`src/rtl/mod3_pkg.sv`:
```
package mod3_pkg;

  // Width of the low slice kept from the quotient and the operand.
  localparam int unsigned LO_W    = 3;
  // Largest uncorrected difference the reciprocal estimate can leave.
  localparam int unsigned RAW_MAX = 5;
  localparam int unsigned MODULUS = 3;

  typedef logic [LO_W-1:0] lo_t;
  typedef logic [1:0]      rem_t;

  // Low bits of 3*q, formed as q + 2q (shift and one add).
  function automatic lo_t triple_lo(input lo_t q_lo);
    lo_t twice;
    twice = {q_lo[LO_W-2:0], 1'b0};
    return q_lo + twice;
  endfunction

  // Low bits of x - 3q. Exact because the true difference is below 8.
  function automatic lo_t diff_lo(input lo_t x_lo, input lo_t t_lo);
    return x_lo - t_lo;
  endfunction

  // Fold a difference in 0..5 into 0..2.
  function automatic rem_t fold_raw(input lo_t raw);
    lo_t adj;
    if (raw >= lo_t'(MODULUS)) adj = raw - lo_t'(MODULUS);
    else                       adj = raw;
    return adj[1:0];
  endfunction

endpackage

```
`src/rtl/mod3_recip_stage.sv`:
```
module mod3_recip_stage
  import mod3_pkg::*;
#(
  parameter int unsigned DATA_W = 16
) (
  input  logic              clk,
  input  logic              rst,
  input  logic              in_valid,
  input  logic [DATA_W-1:0] in_data,
  output logic              s1_valid,
  output lo_t               s1_qlo,
  output lo_t               s1_xlo
);

  localparam int unsigned PROD_W = 2 * DATA_W;
  localparam longint unsigned ONES = (64'd1 << DATA_W) - 64'd1;
  localparam logic [DATA_W-1:0] RECIP = DATA_W'(ONES / 64'd3);

  logic [PROD_W-1:0] prod;
  lo_t               q_est_lo;

  always_comb begin
    prod     = PROD_W'(in_data) * PROD_W'(RECIP);
    q_est_lo = prod[DATA_W +: LO_W];
  end

  always_ff @(posedge clk) begin
    if (rst) s1_valid <= 1'b0;
    else     s1_valid <= in_valid;
  end

  always_ff @(posedge clk) begin
    s1_qlo <= q_est_lo;
    s1_xlo <= in_data[LO_W-1:0];
  end

endmodule

```
`src/rtl/mod3_sub_stage.sv`:
```
module mod3_sub_stage
  import mod3_pkg::*;
(
  input  logic clk,
  input  logic rst,
  input  logic s1_valid,
  input  lo_t  s1_qlo,
  input  lo_t  s1_xlo,
  output logic s2_valid,
  output lo_t  s2_raw
);

  lo_t triple;
  lo_t raw_next;

  always_comb begin
    triple   = triple_lo(s1_qlo);
    raw_next = diff_lo(s1_xlo, triple);
  end

  always_ff @(posedge clk) begin
    if (rst) s2_valid <= 1'b0;
    else     s2_valid <= s1_valid;
  end

  always_ff @(posedge clk) begin
    s2_raw <= raw_next;
  end

endmodule

```
`src/rtl/mod3_fix_stage.sv`:
```
module mod3_fix_stage
  import mod3_pkg::*;
(
  input  logic clk,
  input  logic rst,
  input  logic s2_valid,
  input  lo_t  s2_raw,
  output logic fix_fire,
  output logic out_valid,
  output rem_t out_rem
);

  rem_t rem_next;

  always_comb begin
    rem_next = fold_raw(s2_raw);
    fix_fire = s2_valid && (s2_raw >= lo_t'(MODULUS));
  end

  always_ff @(posedge clk) begin
    if (rst) out_valid <= 1'b0;
    else     out_valid <= s2_valid;
  end

  always_ff @(posedge clk) begin
    out_rem <= rem_next;
  end

endmodule

```
`src/rtl/mod3_pipe.sv`:
```
module mod3_pipe
  import mod3_pkg::*;
#(
  parameter int unsigned DATA_W = 16
) (
  input  logic              clk,
  input  logic              rst,
  input  logic              in_valid,
  input  logic [DATA_W-1:0] in_data,
  output logic              out_valid,
  output logic [1:0]        out_rem
);

  // Internal events brought out by name for the checker.
  logic s1_valid;
  lo_t  s1_qlo;
  lo_t  s1_xlo;
  logic s2_valid;
  lo_t  s2_raw;
  logic fix_fire;

  mod3_recip_stage #(.DATA_W(DATA_W)) u_recip (
    .clk      (clk),
    .rst      (rst),
    .in_valid (in_valid),
    .in_data  (in_data),
    .s1_valid (s1_valid),
    .s1_qlo   (s1_qlo),
    .s1_xlo   (s1_xlo)
  );

  mod3_sub_stage u_sub (
    .clk      (clk),
    .rst      (rst),
    .s1_valid (s1_valid),
    .s1_qlo   (s1_qlo),
    .s1_xlo   (s1_xlo),
    .s2_valid (s2_valid),
    .s2_raw   (s2_raw)
  );

  mod3_fix_stage u_fix (
    .clk       (clk),
    .rst       (rst),
    .s2_valid  (s2_valid),
    .s2_raw    (s2_raw),
    .fix_fire  (fix_fire),
    .out_valid (out_valid),
    .out_rem   (out_rem)
  );

endmodule

```
`config.mk`:
```
export PLATFORM = sky130hd
export DESIGN_NAME = mod3_pipe
export DESIGN_NICKNAME = d
export VERILOG_FILES = /design/src/rtl/mod3_pkg.sv /design/src/rtl/mod3_recip_stage.sv /design/src/rtl/mod3_sub_stage.sv /design/src/rtl/mod3_fix_stage.sv /design/src/rtl/mod3_pipe.sv
export SDC_FILE = /design/constraint.sdc
export NUM_CORES = 1
export LEC_CHECK = 0
export CAP_MARGIN = 10
export CORE_MARGIN = 1.5
export CORE_UTILIZATION = 60
export DETAILED_ROUTE_END_ITERATION = 10
export PLACE_DENSITY = 0.87
export SETUP_SLACK_MARGIN = 0.4
export SYNTH_ARGS = -nofsm -noshare
export SYNTH_HDL_FRONTEND = slang
export SYNTH_SLANG_ARGS = --single-unit
export TNS_END_PERCENT = 1
```
`constraint.sdc`:
```
create_clock -name clk -period 5.7 [get_ports clk]
set_input_delay 1.14 -clock clk [delete_from_list [all_inputs] [get_ports clk]]
set_output_delay 1.14 -clock clk [all_outputs]
set_load 0.01 [all_outputs]
```
### Word-level counts from Yosys, hierarchy flattened

Index checks and enable logic that the tools add are counted.

| operators by class | value |
|---|---|
| bitwise operators | 0 |
| muxes and demuxes | 1 |
| shift operators | 0 |
| add/sub/neg operators | 3 |
| multipliers | 1 |
| div/mod/pow operators | 0 |
| order comparisons | 1 |
| reductions and logical operators | 0 |
| equality and inequality tests | 0 |

Operators by type and width:

| cell | number |
|---|---|
| $mul A16 B15 Y19 const B | 1 |
| $add A3 B3 Y3 | 1 |
| $ge A3 B2 Y1 const B | 1 |
| $sub A3 B3 Y3 | 1 |
| $mux W2 | 1 |
| $sub A2 B2 Y2 const B | 1 |

| storage, ports and cells | value |
|---|---|
| register bits | 14 |
| bits of input ports | 19 |
| memories kept | 0 |
| bits in latches | 0 |
| logic and storage cells | 13 |
| memory bits (writable) | 0 |
| memory bits (read-only) | 0 |

### Longest topological paths before layout

Gate-level depths: netlist of run 1.

| depth | value |
|---|---|
| depth after elaboration | 2 |
| gate-level depth with buffers | 17 |
| gate-level depth less buffers | 17 |

### Cells and area by module

Synthesis of run 1 repeated with hierarchy kept, for this count alone.

| second synthesis, totals | value |
|---|---|
| cell total of the unflattened synthesis | 276 |
| area total of the unflattened synthesis | 2817.7 um^2 |

Modules (own cells, without submodules):

| module | cells an instance | instances | area an instance (um^2) |
|---|---|---|---|
| mod3_recip_stage | 249 | 1 | 2507.4 |
| mod3_sub_stage | 15 | 1 | 186.4 |
| mod3_fix_stage | 12 | 1 | 123.9 |

### Least setup slack after synthesis of run 1

Ideal clock, no wire load.

| path | value |
|---|---|
| kind | input to register |
| start | input port in_data[9] |
| end | register u_recip.s1_qlo[0] |
| setup slack | 0.409 ns |
| stages on the path | 16 |
| buffers on the path | 0 |
| arrival | 5.164 ns |
| setup time | 0.127 ns |
| cells stage by stage | ha_1 -> ha_1 -> inv_1 -> fa_1 -> fa_1 -> inv_1 -> fa_1 -> inv_1 -> fa_1 -> inv_1 -> ha_1 -> a21o_1 -> a211o_1 -> o221ai_2 -> nor3_1 -> or3_1 |

| between the ends | value |
|---|---|
| cells in the longest elaborated chain, start to end | 1 |

Ends and longest elaborated chain:

| item | RTL line | text |
|---|---|---|
| from (decl) | mod3_pipe.sv:9 | `input logic [DATA_W-1:0] in_data,` |
| $mul A16 B15 Y19 | mod3_recip_stage.sv:23 | `prod = PROD_W'(in_data) * PROD_W'(RECIP);` |
| net u_recip.prod[16] | mod3_recip_stage.sv:19 | `logic [PROD_W-1:0] prod;` |
| to (signal assigned) | mod3_recip_stage.sv:33 | `s1_qlo <= q_est_lo;` |
| to (decl) | mod3_recip_stage.sv:11 | `output lo_t s1_qlo,` |

The timed path passes the listed nets, and every way through them passes these cells.
A chain may end at the register's enable or synchronous reset.

### Worst setup path after layout of run 1

| path | value |
|---|---|
| start | input port in_data[11] |
| end | register u_recip.s1_qlo[0] |

The elaborated chain is that of the path after synthesis.

==> results.sh, run 1 <==
export IMPL_start_util_pct=63.2
export IMPL_synth_seq_cells=14
export IMPL_worstPathMaxFanout=4
export IMPL_whs_path_depth=1
export IMPL_avgSynthCellArea_sq_um=10.0
export IMPL_tightest_slew_ns=0.231
export IMPL_routedWlPerCell_um=19.4
export IMPL_clock_sinks=14
export IMPL_start_kind="primary input"
export IMPL_hp_start="u_sub.s2_valid$_SDFF_PP0_"
export IMPL_fmax_mhz=189
export IMPL_crit_type="in2reg"
export IMPL_fp_coreArea_sq_um=4410
export IMPL_hold_end="u_fix.out_valid$_SDFF_PP0_"
export IMPL_track_usage_pct=30.6
export IMPL_finalPower_uw=1950
export IMPL_grt_max_degree=9
export IMPL_final_nets=466
export IMPL_rrSetupSlack_ns=4.09
export IMPL_maxCapViolations=0
export IMPL_dieArea_sq_um=5060
export IMPL_clock_insertion_delay_worst_skew_ns=0.24
export IMPL_drive_above_1_share_pct=22.1
export IMPL_post_cts_setup_buffers=0
export IMPL_timing_rr_start="u_recip.s1_qlo[0]$_DFF_P_"
export IMPL_hold_buffers=0
export IMPL_chipWidth_um=71.2
export IMPL_pwr_density_cell_nw_per_um2=553
export IMPL_grt_overflow_total=0
export IMPL_place_gp_congestion=0.869
export IMPL_io_pins=22
export IMPL_numCtsBuffers=3
export IMPL_dpl_instance_area_sq_um=3270
export IMPL_outcome="finished, final reports clean"
export IMPL_fin_ws_ns=0.398
export IMPL_skew_ns=0.00230
export IMPL_finalCritPeriodShare_pct=93.0
export IMPL_antenna_found_initial=0
export IMPL_arrival_ns=5.43
export IMPL_leakage_uw=0.00185
export IMPL_r2r_cells=5
export IMPL_min_period_ns=5.30
export IMPL_dr_pass1_iters=4
export IMPL_ir_drop_v=0.000573
export IMPL_setup_viol=0
export IMPL_r2r_end="u_sub.s2_raw[2]$_DFF_P_"
export IMPL_cp_slowest_stage_delay_ns=0.55
export IMPL_syn_instance_count=278
export IMPL_cts_tree="done"
export IMPL_multi_input_area_sq_um=2410
export IMPL_nFillCells=257
export IMPL_wl_um=7440
export IMPL_h_tree_depth=1
export IMPL_hpwl_um=5310
export IMPL_syn_area_sq_um=2790
export IMPL_syn_to_final_growth_pct=26.3
export IMPL_clk_pin_slew_ns=0.06
export IMPL_drc=0
export IMPL_fin_tns_setup_ns=0
export IMPL_synth_cell_types=23
export IMPL_grt_pass1_vias=2422
export IMPL_finalHoldViolCount=0
export IMPL_via_count=2117
export IMPL_max_slew_margin_rel_pct=84.5
export IMPL_clock_path_buffers=2
export IMPL_path_cells="buf_2 > buf_4 > ha_1 > ha_1 > inv_1 > fa_1 > inv_1 > fa_1 > fa_1 > inv_1 > fa_1 > inv_1 > ha_2 > a211o_1 > o221ai_4 > nor3_1 > or3_1"
export IMPL_final_area_sq_um=3520
export IMPL_seqCellArea_sq_um=280
export IMPL_drtAntennaViolNets=0
export IMPL_cp_required_ns=5.82
export IMPL_ys_seq_area_share_pct=10.1
export IMPL_grt_setup_unrepaired="no"
export IMPL_dpl_worst_slack_ns=-0.231
export IMPL_drtIter0Drc=81
export IMPL_hold_path_class="reg2reg"
export IMPL_whs_ns=0.442
export IMPL_rows=24
export IMPL_drv_slew=0
export IMPL_cts_root_buffer="clkbuf_8"
export IMPL_syn_num_nets=412
export IMPL_end_kind="register"
export IMPL_n_antenna_cell=0
export IMPL_die_y_um=71.2
export IMPL_grt_pass1_wl_um=11600
export IMPL_ys_warn_count=0
export IMPL_slowest_stage="fa_1"
export IMPL_port_buffers=21
export IMPL_vias_per_cell=5.53
[registers in the layout (all words and copies together), names as in the netlist]
signal	cells
u_recip.s1_xlo	3
u_recip.s1_valid	1
u_sub.s2_raw	3
u_fix.out_rem	2
u_fix.out_valid	1
u_recip.s1_qlo	3
u_sub.s2_valid	1
[final cells by class]
type,count,share of cell area (%)
clock buffers,4,1.56
flip-flops and latches,14,7.96
multi-input cells,171,68.5
well taps,52,1.85
repair buffers,49,10.2
inverters,93,9.91
[worst max-delay path by stage]
stage,end,start,slack [ns]
after global routing,u_recip.s1_qlo[2]$_DFF_P_,in_data[14],0.33
final,u_recip.s1_qlo[0]$_DFF_P_,in_data[11],0.40
after detailed placement,u_recip.s1_qlo[0]$_DFF_P_,in_data[9],-0.23
after CTS,u_recip.s1_qlo[0]$_DFF_P_,in_data[11],0.39
after floorplan,u_recip.s1_qlo[0]$_DFF_P_,in_data[9],0.41
after global placement,u_recip.s1_qlo[0]$_DFF_P_,in_data[9],-0.16
[cells in the mapped netlist]
| cell | number | share of area, % |
|---|---|---|
| a21oi_1 | 6 | 1.1 |
| a31oi_1 | 1 | 0.22 |
| inv_1 | 93 | 13 |
| o2111a_2 | 1 | 0.45 |
| nand4_1 | 1 | 0.22 |
| o221ai_2 | 1 | 0.54 |
| nand2_1 | 4 | 0.54 |
| fa_1 | 43 | 31 |
| o32a_1 | 1 | 0.36 |
| xor2_1 | 5 | 1.6 |
| a21o_1 | 3 | 0.81 |
| a211o_1 | 1 | 0.31 |
| dfxtp_1 | 14 | 10 |
| ha_1 | 72 | 32 |
| o21ai_0 | 4 | 0.72 |
| xnor2_1 | 15 | 4.7 |
| nor3_1 | 2 | 0.36 |
| or3_1 | 1 | 0.22 |
| nor2_1 | 2 | 0.27 |
| nor2b_1 | 3 | 0.67 |
| nand3_1 | 3 | 0.54 |
| and4b_1 | 1 | 0.36 |
| nand3b_1 | 1 | 0.27 |
[layout by cell type (no fill, tap or decap), types with 4 or more instances in the layout]
cell type	count
xnor2_1	15
ha_1	51
ha_4	18
buf_2	4
nand2_1	4
inv_1	90
a21oi_1	5
clkbuf_2	8
buf_4	27
clkdlybuf4s50_1	5
fa_1	43
xor2_1	4
dfxtp_1	14
clkbuf_8	4
[what timing repair did]
item | 4_1_cts | 5_1_grt
pin swaps | 13 | 19
gates resized for setup | 41 | 41
gates cloned | 0 | 0
setup endpoints to repair | 3 | 3
[routing by layer]
| layer | routed length [um] | share of wire [%] | global-route usage (%) | vias to the layer above |
|---|---|---|---|---|
| met2 | 4070 | 55 | 56.5 | 82 |
| met5 | 0 | 0 | 0 | - |
| met3 | 247 | 3.3 | 3.56 | 36 |
| li1 | - | - | - | 960 |
| met4 | 465 | 6.2 | 14.9 | 0 |
| met1 | 2660 | 36 | 34.6 | 1039 |
[critical path, delay by kind of cell]
family	cells	cell delay [ns]
adder cells (fa/ha/maj)	7	2.84
AO/OA/AOI/OAI	2	0.51
buffers and inverters	6	0.51
AND/OR/NAND/NOR	2	0.44
[metrics by stage]
stage,instances,utilization (%)
6_report,383,79.8
5_1_grt,383,79.8
4_1_cts,383,78.4
3_5_place_dp,379,74.1
3_3_place_gp,379,74.1
2_1_floorplan,278,-
[cell families (layout without fill, tap and decap cells)]
family	after synthesis	after routing	share of synthesized area, %
fa+ha+maj	115	115	63.2
xor+xnor	20	20	6.28
buf+inv	93	146	12.5
flops	14	14	10.1
compound gates	18	18	4.49
simple gates	18	18	3.46
[report_power, final]
group          switching, uW  internal [uW]  total, uW
registers               18.6            145        164
logic                    904            785       1690
clock network           33.9           61.1       95.1
total                    956            991       1950
(Power assumes the default switching activity.)
==> run 2: changes to the inputs <==
--- a/config.mk
+++ b/config.mk
@@ -11,6 +11,7 @@
 export DETAILED_ROUTE_END_ITERATION = 10
 export PLACE_DENSITY = 0.87
 export SETUP_SLACK_MARGIN = 0.4
+export SKIP_CTS_REPAIR_TIMING = 1
 export SYNTH_ARGS = -nofsm -noshare
 export SYNTH_HDL_FRONTEND = slang
 export SYNTH_SLANG_ARGS = --single-unit
==> run 2 against run 1 <==
  * Final cell count unchanged
  * Clock skew grew 0.00052 ns
  * Sequential power is essentially flat
  * Critical path depth is the same
  * Via count fell by 2.8%
  * Setup slack improved by 0.032 ns
  * Critical path type unchanged
  * Critical endpoint unchanged
  * Highest routed layer unchanged
==> results.sh, run 2 (synthesis results as in run 1) <==
export IMPL_path_cells="dlymetal6s2s_1 > ha_4 > ha_4 > inv_2 > fa_1 > fa_1 > inv_1 > fa_1 > inv_1 > fa_1 > inv_1 > ha_4 > a21o_1 > a211o_1 > o221ai_4 > nor3_1 > or3_1"
export IMPL_slowest_stage="fa_1"
export IMPL_arrival_ns=5.39
export IMPL_whs_path_depth=1
export IMPL_cp_required_ns=5.82
export IMPL_grt_max_degree=9
export IMPL_dieArea_sq_um=5060
export IMPL_cts_tree="done"
export IMPL_finalCritPeriodShare_pct=92.5
export IMPL_crit_type="in2reg"
export IMPL_clock_sinks=14
export IMPL_routedWlPerCell_um=19.0
export IMPL_dpl_worst_slack_ns=-0.231
export IMPL_setup_viol=0
export IMPL_grtUsageMet2_pct=50.0
export IMPL_final_nets=466
export IMPL_final_core_util_pct=80.9
export IMPL_grt_setup_unrepaired="no"
export IMPL_start_kind="primary input"
export IMPL_vias_per_cell=5.37
export IMPL_r2r_cells=5
export IMPL_finalPower_uw=1900
export IMPL_crit_buf_inv=5
export IMPL_drv_slew=0
export IMPL_clock_path_buffers=2
export IMPL_n_antenna_cell=0
export IMPL_place_gp_congestion=0.869
export IMPL_die_y_um=71.2
export IMPL_dpl_instance_area_sq_um=3270
export IMPL_final_common_cell="inv_1"
export IMPL_cpMostUsedCell="fa_1"
export IMPL_cts_root_buffer="clkbuf_8"
export IMPL_worstPathMaxFanout=4
export IMPL_via_count=2057
export IMPL_end_kind="register"
export IMPL_maxCapViolations=0
export IMPL_port_buffers=21
export IMPL_clock_insertion_delay_worst_skew_ns=0.24
export IMPL_clk_pin_slew_ns=0.06
export IMPL_globalRouteMet3Util_pct=2.56
export IMPL_drtAntennaViolNets=0
export IMPL_chipWidth_um=71.2
export IMPL_grt_pass1_wl_um=10000
export IMPL_syn_to_final_growth_pct=28.1
export IMPL_grt_pass1_vias=2244
export IMPL_fmax_mhz=190
export IMPL_drive_above_1_share_pct=18.7
export IMPL_rrSetupSlack_ns=4.05
export IMPL_antenna_found_initial=0
export IMPL_track_usage_pct=25.7
export IMPL_reg_largest_list="u_recip.s1_qlo x3, u_recip.s1_xlo x3, u_sub.s2_raw x3"
export IMPL_h_tree_depth=1
export IMPL_io_pins=22
export IMPL_cp_slowest_stage_delay_ns=0.54
export IMPL_max_slew_margin_rel_pct=77.9
export IMPL_numCtsBuffers=3
export IMPL_grt_overflow_total=0
export IMPL_drc=0
export IMPL_hold_path_class="reg2reg"
export IMPL_hold_end="u_fix.out_valid$_SDFF_PP0_"
export IMPL_timing_rr_start="u_recip.s1_qlo[0]$_DFF_P_"
export IMPL_finalHoldViolCount=0
export IMPL_rows=24
export IMPL_outcome="finished, final reports clean"
export IMPL_tightest_slew_ns=0.329
export IMPL_pwr_density_cell_nw_per_um2=532
export IMPL_grtUsageMet1_pct=30.2
export IMPL_dr_pass1_iters=4
export IMPL_final_area_sq_um=3570
export IMPL_wl_um=7260
export IMPL_hpwl_um=5310
export IMPL_start_util_pct=63.2
export IMPL_mostFrequentLayoutCells="inv_1, ha_1, fa_1"
export IMPL_leakage_uw=0.00195
export IMPL_skew_ns=0.00282
export IMPL_r2r_end="u_sub.s2_raw[2]$_DFF_P_"
export IMPL_fin_ws_ns=0.429
export IMPL_drtIter0Drc=79
export IMPL_fp_coreArea_sq_um=4410
export IMPL_min_period_ns=5.27
export IMPL_hp_start="u_sub.s2_valid$_SDFF_PP0_"
export IMPL_grt_busiest_layer="met2"
export IMPL_ir_drop_v=0.000625
export IMPL_critical_path_top_delay_family="adder cells"
-- run 2: changes by cell type in the layout (fill, tap and decap cells not counted), sizes merged --
| cell | previous run | this run |
|---|---|---|
| dlygate4sd2 | 3 | 0 |
| clkbuf | 13 | 9 |
| dlymetal6s2s | 0 | 11 |
| buf | 32 | 28 |
-- run 2: worst max path at each step --
stage / slack (ns) / start / to / cells after the start
6_report: 0.43 / in_data[9] / u_recip.s1_qlo[0]$_DFF_P_ / 17
5_1_grt: 0.29 / in_data[9] / u_recip.s1_qlo[0]$_DFF_P_ / 17
4_1_cts: 0.02 / in_data[9] / u_recip.s1_qlo[0]$_DFF_P_ / 17
3_5_place_dp: -0.23 / in_data[9] / u_recip.s1_qlo[0]$_DFF_P_ / 17
3_3_place_gp: -0.16 / in_data[9] / u_recip.s1_qlo[0]$_DFF_P_ / 17
2_1_floorplan: 0.41 / in_data[9] / u_recip.s1_qlo[0]$_DFF_P_ / 16
-- run 2: worst reg2reg max path: cells and delay by family (launching register included) --
kind | cells | cell delay [ns]
xor gates and xnor gates | 3 | 0.51
adders and majority gates | 2 | 0.74
DFF | 1 | 0.32
-- run 2: routing by layer --
metal / wire (um) / share of wire [%] / up-vias
met5: 0 / 0 / -
met4: 299 / 4.1 / 0
met3: 262 / 3.6 / 22
met2: 3980 / 55 / 74
met1: 2720 / 37 / 1003
li1: - / - / 958
-- run 2: cell type report --
class                   instances  area, sq um
clock buffers                   4         55.1
fillers                       245          845
inverters                      93          349
multi-input cells             171         2390
flip-flops and latches         14          280
well taps                      52         65.1
repair buffers                 49          427
-- run 2: per-stage QoR --
stage	setup TNS, ns	std cells	hold WS [ns]
after detailed placement	-0.585	379	0.430
final	0	383	0.443
after floorplan	0	278	0.413
after CTS	0	383	0.442
after global placement	-0.362	379	0.418
after global routing	0	383	0.462
-- run 2: where the power goes --
part           total [uW]  internal, uW  leakage [uW]  switching [uW]
clock network        94.7          61.1     0.0000288            33.6
registers             164           145      0.000117            19.0
logic                1640           782       0.00181             860
total                1900           988       0.00195             913
